[src/rtl/pfio_pkg.sv]
package pfio_pkg;
  localparam int NUM_WIN   = 8;
  localparam int WIN_IDX_W = $clog2(NUM_WIN);

  // windows that have a read path inside or through the block
  localparam logic [NUM_WIN-1:0] RD_CAPABLE = 8'b0000_0111;
  localparam logic [WIN_IDX_W-1:0] WIN_KEY  = 3'd0;
  localparam logic [WIN_IDX_W-1:0] WIN_SFB  = 3'd1;
  localparam logic [WIN_IDX_W-1:0] WIN_RTRG = 3'd2;

  typedef enum logic [1:0] {
    RGN_NONE,
    RGN_ROM,
    RGN_RAM,
    RGN_IO
  } region_e;

  typedef struct packed {
    region_e                rgn;
    logic [WIN_IDX_W-1:0]   win;
  } decode_t;
endpackage

[src/rtl/pfio_region_decode.sv]
module pfio_region_decode
  import pfio_pkg::*;
#(
  parameter int DEC_W     = 17,
  parameter int WIN_LOG2  = 11,
  parameter logic [DEC_W-1:0] ROM0_END  = 17'h04000,
  parameter logic [DEC_W-1:0] RAM_BASE  = 17'h04000,
  parameter logic [DEC_W-1:0] RAM_END   = 17'h05000,
  parameter logic [DEC_W-1:0] ROM1_BASE = 17'h06000,
  parameter logic [DEC_W-1:0] ROM1_END  = 17'h10000,
  parameter logic [DEC_W-1:0] IO_BASE   = 17'h14000
) (
  input  logic [DEC_W-1:0] addr,
  output decode_t          dec
);
  localparam logic [DEC_W:0] IO_SPAN = (DEC_W+1)'(NUM_WIN) << WIN_LOG2;
  localparam logic [DEC_W:0] IO_END  = {1'b0, IO_BASE} + IO_SPAN;

  logic [DEC_W-1:0] io_off;
  logic             in_rom, in_ram, in_io;

  assign in_rom = (addr < ROM0_END) || (addr >= ROM1_BASE && addr < ROM1_END);
  assign in_ram = (addr >= RAM_BASE) && (addr < RAM_END);
  assign in_io  = (addr >= IO_BASE) && ({1'b0, addr} < IO_END);
  assign io_off = addr - IO_BASE;

  always_comb begin
    dec.win = io_off[WIN_LOG2 +: WIN_IDX_W];
    if (in_io)       dec.rgn = RGN_IO;
    else if (in_ram) dec.rgn = RGN_RAM;
    else if (in_rom) dec.rgn = RGN_ROM;
    else             dec.rgn = RGN_NONE;
  end
endmodule

[src/rtl/pfio_row_latch.sv]
module pfio_row_latch #(
  parameter int ROWS  = 8,
  localparam int IDX_W = $clog2(ROWS)
) (
  input  logic             clk,
  input  logic             rst,
  input  logic             load,
  input  logic [ROWS-1:0]  drive,
  output logic [IDX_W-1:0] row
);
  logic [IDX_W-1:0] row_q, row_d;

  // highest driven row wins; an empty drive keeps the old row
  always_comb begin
    row_d = row_q;
    for (int i = 0; i < ROWS; i++)
      if (drive[i]) row_d = IDX_W'(i);
  end

  always_ff @(posedge clk) begin
    if (rst)       row_q <= '0;
    else if (load) row_q <= row_d;
  end

  assign row = row_q;

  // blank drive leaves the row alone
  assert_hold_on_blank_R7: assert property (@(posedge clk) disable iff (rst)
    (load && drive == '0) |=> $stable(row));

  // topmost driven line always selects the last row
  assert_top_line_wins_R6: assert property (@(posedge clk) disable iff (rst)
    (load && drive[ROWS-1]) |=> (row == IDX_W'(ROWS-1)));
endmodule

[src/rtl/pfio_switch_mux.sv]
module pfio_switch_mux #(
  parameter int ROWS  = 8,
  parameter int COLS  = 8,
  localparam int IDX_W = $clog2(ROWS)
) (
  input  logic [IDX_W-1:0]     row,
  input  logic [ROWS*COLS-1:0] matrix,
  output logic [COLS-1:0]      contacts
);
  logic [COLS-1:0] rows_arr [ROWS];

  for (genvar r = 0; r < ROWS; r++) begin : g_row
    assign rows_arr[r] = matrix[r*COLS +: COLS];
  end

  assign contacts = rows_arr[row];
endmodule

[src/rtl/pfio_decoder.sv]
module pfio_decoder
  import pfio_pkg::*;
#(
  parameter int ADDR_W    = 24,
  parameter int DATA_W    = 16,
  parameter int DEC_W     = 17,
  parameter int WIN_LOG2  = 11,
  parameter int ROWS      = 8,
  parameter int COLS      = 8,
  parameter int DRIVE_LSB = 8,
  localparam int IDX_W    = $clog2(ROWS)
) (
  input  logic                 clk,
  input  logic                 rst,
  input  logic                 bus_valid,
  input  logic                 bus_write,
  input  logic [ADDR_W-1:0]    bus_addr,
  input  logic [DATA_W-1:0]    bus_wdata,
  input  logic [ROWS*COLS-1:0] sw_matrix,
  output logic                 rom_sel,
  output logic                 ram_sel,
  output logic [NUM_WIN-1:0]   io_wr_stb,
  output logic [NUM_WIN-1:0]   io_rd_stb,
  output logic [DATA_W-1:0]    bus_rdata,
  output logic [IDX_W-1:0]     row_sel
);
  decode_t           dec;
  logic              acc_rd, acc_wr, io_hit;
  logic [NUM_WIN-1:0] wr_d, rd_d;
  logic [DATA_W-1:0] rdata_d;
  logic [COLS-1:0]   contacts;
  logic              row_load;

  // address bits above the decoded span and the low write byte are not used
  logic unused_bits;
  assign unused_bits = ^{bus_addr[ADDR_W-1:DEC_W], bus_wdata[DRIVE_LSB-1:0]};

  pfio_region_decode #(.DEC_W(DEC_W), .WIN_LOG2(WIN_LOG2)) u_dec (
    .addr (bus_addr[DEC_W-1:0]),
    .dec  (dec)
  );

  assign acc_rd = bus_valid && !bus_write;
  assign acc_wr = bus_valid &&  bus_write;
  assign io_hit = (dec.rgn == RGN_IO);

  for (genvar k = 0; k < NUM_WIN; k++) begin : g_win
    assign wr_d[k] = acc_wr && io_hit && (dec.win == WIN_IDX_W'(k));
    if (RD_CAPABLE[k]) begin : g_rd
      assign rd_d[k] = acc_rd && io_hit && (dec.win == WIN_IDX_W'(k));
    end else begin : g_nord
      assign rd_d[k] = 1'b0;
    end
  end

  assign row_load = wr_d[WIN_KEY];

  pfio_row_latch #(.ROWS(ROWS)) u_row (
    .clk   (clk),
    .rst   (rst),
    .load  (row_load),
    .drive (bus_wdata[DRIVE_LSB +: ROWS]),
    .row   (row_sel)
  );

  pfio_switch_mux #(.ROWS(ROWS), .COLS(COLS)) u_mux (
    .row      (row_sel),
    .matrix   (sw_matrix),
    .contacts (contacts)
  );

  always_comb begin
    rdata_d = '0;
    if (rd_d[WIN_KEY])       rdata_d = {{(DATA_W-COLS){1'b0}}, contacts};
    else if (rd_d[WIN_RTRG]) rdata_d = '1;
  end

  always_ff @(posedge clk) begin
    if (rst) begin
      rom_sel   <= 1'b0;
      ram_sel   <= 1'b0;
      io_wr_stb <= '0;
      io_rd_stb <= '0;
      bus_rdata <= '0;
    end else begin
      rom_sel   <= bus_valid && (dec.rgn == RGN_ROM);
      ram_sel   <= bus_valid && (dec.rgn == RGN_RAM);
      io_wr_stb <= wr_d;
      io_rd_stb <= rd_d;
      bus_rdata <= rdata_d;
    end
  end

  // an idle bus cycle leaves everything quiet next clock
  assert_idle_quiet_R12: assert property (@(posedge clk) disable iff (rst)
    !bus_valid |=> (!rom_sel && !ram_sel && io_wr_stb == '0 &&
                    io_rd_stb == '0 && bus_rdata == '0));

  // never two targets at once
  assert_single_target_R4: assert property (@(posedge clk) disable iff (rst)
    $onehot0({rom_sel, ram_sel, io_wr_stb, io_rd_stb}));

  // solenoid-2 window read produces no strobe and no data
  assert_sol2_read_silent_R5: assert property (@(posedge clk) disable iff (rst)
    (acc_rd && bus_addr[16:11] == 6'h2B) |=> (io_rd_stb == '0 && bus_rdata == '0));

  // retrigger window reads all ones
  assert_rtrg_ones_R9: assert property (@(posedge clk) disable iff (rst)
    (acc_rd && bus_addr[16:11] == 6'h2A) |=> (bus_rdata == '1));
endmodule

[config.mk]
export PLATFORM = sky130hd
export DESIGN_NAME = pfio_decoder
export DESIGN_NICKNAME = d
export VERILOG_FILES = /design/src/rtl/pfio_pkg.sv /design/src/rtl/pfio_region_decode.sv /design/src/rtl/pfio_row_latch.sv /design/src/rtl/pfio_switch_mux.sv /design/src/rtl/pfio_decoder.sv
export SDC_FILE = /design/constraint.sdc
export NUM_CORES = 1
export LEC_CHECK = 0
export CELL_PAD_IN_SITES_DETAIL_PLACEMENT = 1
export CELL_PAD_IN_SITES_GLOBAL_PLACEMENT = 2
export CORE_ASPECT_RATIO = 0.7
export CORE_UTILIZATION = 19
export CTS_BUF_LIST = sky130_fd_sc_hd__clkbuf_4
export DETAILED_ROUTE_END_ITERATION = 10
export GPL_TIMING_DRIVEN = 0
export PLACE_DENSITY_LB_ADDON = 0.12
export SLEW_MARGIN = 20
export SYNTH_ARGS = -nofsm -noshare
export SYNTH_HDL_FRONTEND = slang
export SYNTH_HIERARCHICAL = 1
export SYNTH_SLANG_ARGS = --single-unit
[constraint.sdc]
create_clock -name clk -period 5.08 [get_ports clk]
set_input_delay 1.016 -clock clk [delete_from_list [all_inputs] [get_ports clk]]
set_output_delay 1.016 -clock clk [all_outputs]
set_load 0.02 [all_outputs]
==> metrics <==
Least-Margin Pin Slew 894 ps; wire per inst ~14 µm; Crit. End Element flip-flop; Period Utilization, post-route 65.4%; hold path endpoint u_row/row[2]; drt drc 0; clock root buffer clkbuf_4; R2R cell count 6; hold_buf cts 0; Pre-antenna DRT Iters 4; final wirelength 5.35 mm; hpwl dp 4.65 mm; post-route ant nets 0; Port Buffers 111; Rows 28; max_slew headroom about 40%; post-synthesis cell count 141; Hold Vio Cnt, Final 0; worst endpoint data arrival time 3550 ps; commonest non-fill, non-tap cell in the layout clkdlybuf4s50_1; count of cell types in the netlist 33; Die Span Y between 80 and 90 µm; yosys warns 6; Synth area leaders dfxtp_1 30%, mux4_1 24%, buf_4 6.8%, mux2_2 5.4%, nor3_2 4.8%; gpl congestion ~0.74; largest net degree at the start of global routing 16; Fin Clk Skew approximately 5.5 ps; io pins 145; Total GRT Usage 11.8%; post-synth top area share a little under a third; GR Overflow Total 0; Crit path largest cell delay slightly below 800 ps; Synth Flop Type dfxtp_1; clock-pin slew on the worst setup and hold paths 140 ps; Worst Hold Launch u_row/row[2]; initial antenna violation count 0; Fill cells 946; nets 369; CP Max Fanout 9; register area share after synthesis a little under a third; crit start category input port; max frequency 0.301 GHz; number of setup violations in the final report 0; CTS Buf Count 3; Design Area, Final 2960 µm²; number of synthesized flops with an enable pin 0; fraction of layout cells with a size suffix above 1 17.7%; clock sink count 25; DIE WIDTH 114 µm; critical path data required time about 5300 ps; Setup TNS 0 ps; postcts setup bufs 0; Crit path top cell by count nor3_1; r2r startpoint u_row/row[2]; Pins Over Slew Limit 0; min Tclk post-route between 3000 and 4000 ps; Hold WC Path Type reg -> reg; area of the multi-input gates approximately 980 µm²; synthesized area per cell 11.8 µm²; commonest cells after routing, fill and taps aside 111 x clkdlybuf4s50_1, 25 x dfxtp_1, 15 x nor2_1, 15 x buf_4, 15 x mux4_1; P_leak between 1 and 1.5 nW; Layout area overhead 78.8%; crit-path cells clkdlybuf4s50_1 -> nor2b_4 -> o21a_1 -> nand2b_1 -> clkbuf_1 -> nor3_1 -> o41a_1 -> nor3_1 -> a311oi_1; Power Density 136 nW/µm²; cell area after synthesis 1660 µm²; Placed Area around 3000 µm²; RSZ-0062 raised after global routing no; Slowest-stage cell, CP nor3_1; Post-CTS Resized 0; CTS tree done; clk_lat worst skew 320 ps; reg2reg end bus_rdata[7]; Floorplan Core Area 8440 µm²; first-pass GRT wire length between 8 and 9 mm; DR iter-0 viols 33; Synth async-reset ratio 0%; vias in the first global route around 1600; reg2reg setup slack 3140 ps; type of the worst setup path in -> reg; DR vias around 1500; worst hold stages 2; via/cell ratio ~4; Inserted Diodes 0; status completed; post-synth top area cell dfxtp_1; CTS H-Tree Depth 1; max-cap viol count 0; clk buf depth 2; die area roughly 9000 µm²; Peak VDD IR between 0.00006 and 0.00007 V; Yosys reg bits 25; storage element area between 500 and 600 µm²; Initial Utilization between 15 and 20%
## report_power, final
group,internal (mW),switching [mW]
registers,0.197,0.000314
logic,0.0770,0.0358
clock network,0.0301,0.0635
total,0.304,0.0996
## routing by layer
metal / track usage [%] / share of wire (%)
met3: 2.42 / 4.3
met5: 0 / 0
met1: 15.3 / 47
met4: 1.18 / 0.49
met2: 20.9 / 48
## logic make-up after synthesis
group	after synthesis	synth area share, %
flip-flops	25	30.2
other	1	0.226
AO/OA/AOI/OAI	11	7.62
multiplexers	25	31.2
AND/OR/NAND/NOR	53	19.1
buffers and inverters	26	11.7
## worst max-delay path: cells and delay by family
| kind | cells | cell delay [ps] |
|---|---|---|
| compound gates | 3 | 800 |
| buf+inv | 2 | 660 |
| simple gates | 4 | 1070 |
## per-stage QoR
stage | total power, mW | hold WS (ps) | setup slack (ps) | util [%] | instances
6_report | 0.404 | 549 | 1760 | 35.1 | 380
5_1_grt | 0.431 | 591 | 1610 | 35.1 | 380
4_1_cts | 0.412 | 549 | 1750 | 35.1 | 380
3_5_place_dp | 0.315 | 520 | 1420 | 34.8 | 376
3_3_place_gp | 0.315 | 525 | 1440 | 34.8 | 376
2_1_floorplan | 0.241 | 588 | 2290 | - | 145
## cell usage after synthesis (2+ instances only)
master and number:
clkbuf_1 4, nor3_2 8, nand2b_1 4, nand2_1 4
nor4_1 4, dfxtp_1 25, a21oi_1 2, nor3_1 12
nor2_1 15, buf_4 15, mux2_2 8, buf_6 3
o41ai_4 2, mux4_1 15, o41a_1 2
## how the worst max path moves through the flow
stage	start	end	slack, ps	cells after the start
final	bus_addr[14]	u_row/row[1]	1760	9
after floorplan	bus_addr[14]	u_row/row[1]	2290	8
after global placement	bus_addr[14]	u_row/row[1]	1440	9
after detailed placement	bus_addr[14]	u_row/row[1]	1420	9
after global routing	bus_addr[14]	u_row/row[1]	1610	9
after CTS	bus_addr[14]	u_row/row[1]	1750	9
## final cells by class
class / instances / share of cell area, %
buffer: 25 / 6.42
clock buffer: 3 / 0.760
clock inverter: 1 / 0.253
inverter: 1 / 0.127
multi-input combinational: 94 / 33.0
sequential: 25 / 16.9
tap: 120 / 5.07
timing repair buffer: 111 / 37.5
## state kept, by name, summed over array words and instances (netlist names)
name,count
u_row/row,3
ram_sel,1
io_wr_stb,8
io_rd_stb,3
bus_rdata,9
rom_sel,1
(Power assumes the default switching activity.)
